===== src/rtl/asp_clk_pkg.sv =====
package asp_clk_pkg;

    // Width of the bit clock divide value (largest divide is 12)
    localparam int SDIV_W = 4;

    localparam logic [SDIV_W-1:0] SDIV_X768 = SDIV_W'(12);
    localparam logic [SDIV_W-1:0] SDIV_X512 = SDIV_W'(8);
    localparam logic [SDIV_W-1:0] SDIV_X256 = SDIV_W'(4);

    typedef enum logic [1:0] {
        ROLE_NONE       = 2'd0,
        ROLE_OUT_MASTER = 2'd1,
        ROLE_PHASE      = 2'd2,
        ROLE_IN_MASTER  = 2'd3
    } clk_role_e;

    typedef struct packed {
        clk_role_e         role;
        logic [SDIV_W-1:0] sdiv;
    } mode_cfg_t;

    // Ratio code in the low two mode bits -> master clocks per bit clock
    function automatic logic [SDIV_W-1:0] ratio_sdiv(input logic [1:0] code);
        logic [SDIV_W-1:0] d;
        case (code)
            2'b01:   d = SDIV_X768;
            2'b10:   d = SDIV_X512;
            2'b11:   d = SDIV_X256;
            default: d = '0;
        endcase
        return d;
    endfunction

    function automatic mode_cfg_t decode_mode(input logic [2:0] m);
        mode_cfg_t c;
        c.sdiv = ratio_sdiv(m[1:0]);
        if (m[1:0] == 2'b00) begin
            c.role = m[2] ? ROLE_PHASE : ROLE_NONE;
        end else begin
            c.role = m[2] ? ROLE_IN_MASTER : ROLE_OUT_MASTER;
        end
        return c;
    endfunction

    function automatic logic role_is_master(input clk_role_e r);
        return (r == ROLE_IN_MASTER) || (r == ROLE_OUT_MASTER);
    endfunction

endpackage


===== src/rtl/asp_mode_ctrl.sv =====
module asp_mode_ctrl
    import asp_clk_pkg::*;
(
    input  logic       clk,
    input  logic       rst,
    input  logic [2:0] mode_in,
    output mode_cfg_t  cfg,
    output logic       restart,
    output logic       run
);

    logic [2:0] mode_q;

    always_ff @(posedge clk) begin
        mode_q <= mode_in;
    end

    // Restart on reset or on any difference from the mode held last edge
    always_comb begin
        restart = rst || (mode_in != mode_q);
        cfg     = decode_mode(mode_q);
        run     = role_is_master(cfg.role);
    end

endmodule


===== src/rtl/asp_clk_divider.sv =====
module asp_clk_divider
    import asp_clk_pkg::*;
#(
    parameter int FRAME_SCLKS = 64
) (
    input  logic              clk,
    input  logic              clear,
    input  logic              run,
    input  logic [SDIV_W-1:0] sdiv,
    output logic              sclk,
    output logic              lrclk
);

    localparam int BIT_W      = $clog2(FRAME_SCLKS);
    localparam int HALF_FRAME = FRAME_SCLKS / 2;

    logic [SDIV_W-1:0] sub_q, sub_n;
    logic [BIT_W-1:0]  bit_q, bit_n;
    logic              sub_last;
    logic              sclk_q, lr_q;

    always_comb begin
        sub_last = (sub_q == (sdiv - SDIV_W'(1)));
        sub_n    = sub_last ? '0 : sub_q + SDIV_W'(1);
        if (!sub_last) begin
            bit_n = bit_q;
        end else if (bit_q == BIT_W'(FRAME_SCLKS - 1)) begin
            bit_n = '0;
        end else begin
            bit_n = bit_q + BIT_W'(1);
        end
    end

    // Outputs are registered from the next counter state, so they never glitch
    always_ff @(posedge clk) begin
        if (clear || !run) begin
            sub_q  <= '0;
            bit_q  <= '0;
            sclk_q <= 1'b0;
            lr_q   <= 1'b0;
        end else begin
            sub_q  <= sub_n;
            bit_q  <= bit_n;
            sclk_q <= (sub_n >= (sdiv >> 1));
            lr_q   <= (bit_n >= BIT_W'(HALF_FRAME));
        end
    end

    assign sclk  = sclk_q;
    assign lrclk = lr_q;

endmodule


===== src/rtl/asp_port_route.sv =====
module asp_port_route (
    input  logic is_master,
    input  logic gen_sclk,
    input  logic gen_lrclk,
    input  logic ext_sclk,
    input  logic ext_lrclk,
    output logic port_sclk,
    output logic port_lrclk
);

    always_comb begin
        port_sclk  = is_master ? gen_sclk  : ext_sclk;
        port_lrclk = is_master ? gen_lrclk : ext_lrclk;
    end

endmodule


===== src/rtl/asp_clk_master.sv =====
module asp_clk_master
    import asp_clk_pkg::*;
#(
    parameter int FRAME_SCLKS = 64
) (
    input  logic       mclk,
    input  logic       rst,
    input  logic [2:0] mode_sel,
    input  logic       in_ext_sclk,
    input  logic       in_ext_lrclk,
    input  logic       out_ext_sclk,
    input  logic       out_ext_lrclk,
    output logic       in_sclk,
    output logic       in_lrclk,
    output logic       out_sclk,
    output logic       out_lrclk,
    output logic       phase_match
);

    localparam int NPORT   = 2;
    localparam int PORT_IN = 0;
    localparam int PORT_OUT = 1;

    mode_cfg_t  cfg;
    clk_role_e  role_q;
    logic       restart;
    logic       run;
    logic       gen_sclk;
    logic       gen_lrclk;

    logic [NPORT-1:0] sel_master;
    logic [NPORT-1:0] ext_sclk_v, ext_lr_v;
    logic [NPORT-1:0] prt_sclk_v, prt_lr_v;

    asp_mode_ctrl i_mode (
        .clk     (mclk),
        .rst     (rst),
        .mode_in (mode_sel),
        .cfg     (cfg),
        .restart (restart),
        .run     (run)
    );

    assign role_q = cfg.role;

    asp_clk_divider #(.FRAME_SCLKS(FRAME_SCLKS)) i_div (
        .clk   (mclk),
        .clear (restart),
        .run   (run),
        .sdiv  (cfg.sdiv),
        .sclk  (gen_sclk),
        .lrclk (gen_lrclk)
    );

    assign sel_master[PORT_IN]  = (role_q == ROLE_IN_MASTER);
    assign sel_master[PORT_OUT] = (role_q == ROLE_OUT_MASTER);
    assign ext_sclk_v = {out_ext_sclk, in_ext_sclk};
    assign ext_lr_v   = {out_ext_lrclk, in_ext_lrclk};

    for (genvar gi = 0; gi < NPORT; gi++) begin : g_port
        asp_port_route i_route (
            .is_master  (sel_master[gi]),
            .gen_sclk   (gen_sclk),
            .gen_lrclk  (gen_lrclk),
            .ext_sclk   (ext_sclk_v[gi]),
            .ext_lrclk  (ext_lr_v[gi]),
            .port_sclk  (prt_sclk_v[gi]),
            .port_lrclk (prt_lr_v[gi])
        );
    end

    assign in_sclk     = prt_sclk_v[PORT_IN];
    assign in_lrclk    = prt_lr_v[PORT_IN];
    assign out_sclk    = prt_sclk_v[PORT_OUT];
    assign out_lrclk   = prt_lr_v[PORT_OUT];
    assign phase_match = (role_q == ROLE_PHASE);

endmodule


===== config.mk =====
export PLATFORM = sky130hd
export DESIGN_NAME = asp_clk_master
export DESIGN_NICKNAME = d
export VERILOG_FILES = /design/src/rtl/asp_clk_pkg.sv /design/src/rtl/asp_mode_ctrl.sv /design/src/rtl/asp_clk_divider.sv /design/src/rtl/asp_port_route.sv /design/src/rtl/asp_clk_master.sv
export SDC_FILE = /design/constraint.sdc
export NUM_CORES = 1
export LEC_CHECK = 0
export BUFFER_PORTS_ARGS = -buffer_cell sky130_fd_sc_hd__buf_2
export CAP_MARGIN = 10
export CELL_PAD_IN_SITES_DETAIL_PLACEMENT = 0
export CELL_PAD_IN_SITES_GLOBAL_PLACEMENT = 1
export CORE_UTILIZATION = 37
export DETAILED_ROUTE_END_ITERATION = 7
export GPL_ROUTABILITY_DRIVEN = 0
export PLACE_DENSITY_LB_ADDON = 0.05
export SLEW_MARGIN = 20
export SYNTH_ARGS = -nofsm -noshare
export SYNTH_HDL_FRONTEND = slang
export SYNTH_HIERARCHICAL = 1
export SYNTH_SLANG_ARGS = --single-unit

===== constraint.sdc =====
create_clock -name mclk -period 2.3 [get_ports mclk]
set_clock_uncertainty 0.05 [all_clocks]
set_input_delay 0.23 -clock mclk [delete_from_list [all_inputs] [get_ports mclk]]
set_output_delay 0.23 -clock mclk [all_outputs]
set_load 0.03 [all_outputs]

==> Yosys cells after proc, flatten, opt, wreduce, memory -nomap -nowiden <==
Index checks and enable logic that the tools add are counted.
{ "classes": {"n_addsub": 3, "n_lt_le_gt_ge": 2, "n_reduce_logical": 5, "n_eq_ne": 9, "mux": 11} }
{ "op_table": {"columns": ["operator", "n"], "rows": [
  ["2-to-1 mux 6 bit", 2],
  ["case mux 4 bit (3 select lines)", 1],
  ["equality test 2 bit, second input constant", 4],
  ["adder 6 x 1 -> 6 bit, second input constant", 1],
  ["equality test 6 bit, second input constant", 1],
  ["greater-or-equal comparator 6 bit, second input constant", 1],
  ["2-to-1 mux 2 bit", 3],
  ["adder 4 x 1 -> 4 bit, second input constant", 1],
  ["equality test 2 x 1 -> 1 bit, second input constant", 2],
  ["equality test 4 bit", 1],
  ["greater-or-equal comparator 4 x 3 -> 1 bit", 1],
  ["2-to-1 mux 1 bit", 4],
  ["2-to-1 mux 4 bit", 1],
  ["subtractor 4 x 1 -> 4 bit, second input constant", 1],
  ["logical OR 1 bit", 3],
  ["!= test 3 bit", 1],
  ["logical NOT 2 bit", 1],
  ["logical NOT 1 bit", 1]
]} }
{ "word_totals": {"regBits": 15, "wordCells": 35, "in_bits": 9, "out_inout_bits": 5} }

==> Logic depth before layout (Yosys ltp) <==
{ "depth": {"word_depth": 6, "ltp_mapped": 13, "depth_no_buf": 13} }

==> Cells and area by module <==
The synthesis kept the hierarchy.
{ "by_module_without_submodules": {"columns": ["module", "area_each_um2", "seq_area_each_um2", "cells_per_inst", "n_inst"], "rows": [
  ["asp_clk_divider", 715.7, 240.2, 82, 1],
  ["asp_mode_ctrl", 180.2, 60.1, 20, 1],
  ["asp_port_route", 22.5, 0.0, 2, 2],
  ["asp_clk_master", 22.5, 0.0, 3, 1]
]} }

==> Worst setup path after synthesis <==
Ideal clock, no wire load.
{ "synth_path": {"kind": "register -> register", "startpoint": "register i_mode.mode_q[0]", "endpoint": "register i_div.sclk_q (netlist: i_div/sclk)", "setup_slack_ns": -0.012, "synth_period_minus_slack_ns": 2.312, "setup_ns": 0.130, "path_stages_with_launch": 12, "required_time_ns": 2.120, "t_arrival_ns": 2.132, "path_buffers": 0, "cell_sequence": "dfxtp_1 > inv_1 > ha_1 > nor2_1 > xnor3_1 > nand3_2 > nor2_1 > nor2_1 > ha_1 > a21o_1 > a21oi_1 > o22ai_1"} }
{ "synth_lines": {"columns": ["item", "line_no", "rtl"], "rows": [
  ["start, declared", "asp_mode_ctrl.sv:12", "logic [2:0] mode_q;"],
  ["start signal, assigned", "asp_mode_ctrl.sv:15", "mode_q <= mode_in;"],
  ["end signal, assigned", "asp_clk_divider.sv:44", "sclk_q <= (sub_n >= (sdiv >> 1));"],
  ["end, declared", "asp_clk_divider.sv:20", "logic sclk_q, lr_q;"]
]} }

==> results.yml <==
outcome:
  outcome: "finished, final reports clean"
finish:
  fin_area_sq_um: 1170
  nFillCells: 241
  seq_area_sq_um: 305
  diodes: 0
  drive_gt1_share_pct: 33.1
  finalNonFillerCells: 163
  area_growth_pct: 21.8
  multiInputGateArea_sq_um: 623
  nNetsFinal: 152
cts:
  clock_path_buffers: 2
  insertion_delay_ns: 0.28
  cts.sinks: 15
  cts.htree.levels: 1
  clk_pin_slew_ns: 0.10
  cts_root_buf: "clkbuf_4"
  numCtsBuffers: 3
  cts_tree: "built"
synth:
  seq_area_frac_synth_pct: 31.2
  syn_avg_cell_area_sq_um: 8.84
  ys_seq_elements: 15
  netlist_top_cells_area: "dfxtp_1, ha_1, xor2_1, mux2_2, nor2_1"
  syn_inst: 109
  synth_area_leader_cell: "dfxtp_1"
  synth_top_area_share_pct: 31.2
  yosys_warnings: 6
  syn_area_sq_um: 963
  yosys.cell_types.count: 35
power:
  switching_share_pct: 29.0
  p_int_w: 0.000388
  ir_drop_mv: 0.367
  p_per_area_nw_per_um2: 466
  clockPowerShare_pct: 27.7
  p_leak_nw: 0.526
  seqPwrFrac_pct: 49.0
  p_sw_w: 0.000158
  p_comb_share_pct: 23.4
worst_setup_path:
  critPathTopFamily: "simple AND/OR/NAND/NOR gates"
  critPathMaxStageDelay_ns: 0.36
  worstPathCellList: "ha_2 > nor2_2 > nor2_2 > buf_4 > nor3_4 > xnor2_2 > nor2_2 > nor2_1 > ha_1 > a21o_1 > a21oi_1 > o22ai_1"
  crit_path_top_delay_cell: "dfxtp_4"
  critPathMaxFanout: 4
  end_kind: "register"
  critPathKind: "register to register"
  crit_top_cell: "nor2_2"
  ff2ff_setup_slack_ns: 0.13
  critPathLaunchType: "register"
  worstPathArrival_ns: 2.29
  path_buf_inv: 1
  cp.required_ns: 2.42
routing:
  wl_met1_um: 835
  drc_errors: 0
  drt-initial-drc-count: 15
  drt-wirelength-per-cell_um: 11.0
  firstDrtPassIters: 4
  wl_met2_um: 866
  highest_layer: "met4"
  wirelength_mm: 1.79
  route.met3.wl_um: 65
  ant_nets: 0
  dr_total_vias: 788
  avgViaCountPerCell: 4.83
die:
  rows: 18
  dieArea_sq_um: 2810
  die_h_um: 53.0
  io_pins: 14
  die_width_um: 53.0
  initial_utilization_pct: 38.9
  core_area_sq_um: 2480
placed_design:
  placed_area_sq_um: 1090
  port_buffers: 13
  dpl.hpwl_mm: 1.42
  dp_cells: 155
sta:
  fin_crit_ns: 2.17
  timing.final.crit_share_pct: 94.3
  drv_slew: 0
  final-hold-violation-count: 0
  setup_violations: 0
  fmax_ghz: 0.461
  hold_slack_ns: 0.0212
grt:
  overflow: 0
  grt_max_degree: 10
  grt_pass1_vias: 761
  grt_usage_pct: 15.6
  antenna_found_initial: 0
  grt_pass1_wl_mm: 3.10
flow_run:
  drv_cap: 0
min_path:
  min_path_type: "primary input to register"
==> power by group through the flow <==
stage / clock network, W / registers [W] / logic, W
2_1_floorplan: 0 / 0.000273 / 0.0000851
3_3_place_gp: 0 / 0.000274 / 0.000116
3_5_place_dp: 0 / 0.000274 / 0.000117
4_1_cts: 0.000162 / 0.000268 / 0.000122
5_1_grt: 0.000173 / 0.000269 / 0.000142
6_report: 0.000151 / 0.000268 / 0.000128
==> metal layers <==
metal	track usage, %	vias to the layer above
met5	0	-
met4	6.58	0
met3	4.31	2
met2	27.6	13
met1	17.2	355
li1	-	418
==> kinds of logic (layout without fill, tap and decap cells) <==
family          after synthesis  after routing  synth area share (%)
mux                           4              4                  4.67
buf+inv                      14             37                  6.62
simple gates                 39             39                  22.9
flops                        15             15                  31.2
xor+xnor                     11             11                  12.2
compound gates               16             16                  10.4
other cells                   1              2                 0.389
fa+ha+maj                     9              9                  11.7
==> flip-flops by register name (all words and copies together) (netlist names) <==
signal	count
i_div/sub_q	4
i_div/sclk	1
i_div/bit_q	6
i_div/lrclk	1
i_mode/mode_q	3
==> worst register-to-register path, delay by kind of cell, from the launching register on <==
| kind | cells | cell delay [ns] |
|---|---|---|
| adder cells (fa/ha/maj) | 2 | 0.45 |
| buffers and inverters | 1 | 0.14 |
| flip-flops | 1 | 0.36 |
| AND/OR/NAND/NOR | 5 | 0.59 |
| XOR/XNOR | 1 | 0.11 |
| AO/OA/AOI/OAI | 3 | 0.36 |
==> final cells by class <==
| class | instances | area share, % |
|---|---|---|
| multi-input combinational | 81 | 53.1 |
| clock buffer | 3 | 1.92 |
| tap | 30 | 3.20 |
| sequential | 15 | 26.0 |
| inverter | 10 | 3.20 |
| clock inverter | 1 | 0.426 |
| timing repair buffer | 23 | 12.2 |
==> layout by cell type (no fill, tap or decap), types with 4 or more instances in the layout <==
master	count
nand3_1	5
a21oi_1	5
nor2_1	8
inv_1	9
buf_4	9
dfxtp_1	13
ha_1	7
buf_2	13
xor2_1	7
mux2_2	4
nand2_1	4
==> synthesized netlist by cell type <==
master,n
o21ai_1,3
nor3_1,1
inv_1,10
or2_1,1
xnor2_1,2
and3_1,3
o22ai_1,1
and2b_2,1
nor2_1,11
nand2_1,4
and2_2,1
a21o_1,1
a31oi_1,1
buf_4,3
and2_1,1
xnor3_1,1
o211ai_1,1
dfxtp_1,15
ha_1,9
a21oi_1,5
buf_1,1
nand3_1,5
a31o_1,1
nand2b_1,2
nand4_1,2
a32oi_1,1
xnor2_2,1
or4_1,3
nor2b_1,2
xor2_1,7
mux2_2,4
conb_1,1
nand3_2,1
o31ai_1,2
nor3_4,1
==> worst paths after layout <==
check | start | end | cells after the start
hold / removal | mode_sel[1] | i_mode/mode_q[1] | 1
hold reg to reg | i_div/sub_q[0] | i_div/sub_q[0] | 1
setup reg to reg | i_mode/mode_q[0] | i_div/sclk | 12
setup / recovery | i_mode/mode_q[0] | i_div/sclk | 12
==> through the flow <==
stage,setup WS [ns],total power (W),TNS [ns],utilization (%)
3_5_place_dp,-0.101,0.000390,-0.101,44.0
2_1_floorplan,0.0222,0.000358,0,-
4_1_cts,0.0364,0.000551,0,45.8
5_1_grt,-0.0131,0.000583,-0.0131,47.4
6_report,0.130,0.000547,0,47.4
3_3_place_gp,-0.0996,0.000389,-0.0996,44.0
==> what timing repair did <==
item | 4_1_cts | 5_1_grt
endpoints found under the hold margin | 0 | 1
setup buffers | 2 | 1
resized for setup | 0 | 9
endpoints found under the setup margin | 1 | 3
hold buffers | 0 | 1
pin swaps | 1 | 6
Note: power is estimated with default switching activity, not from simulation.
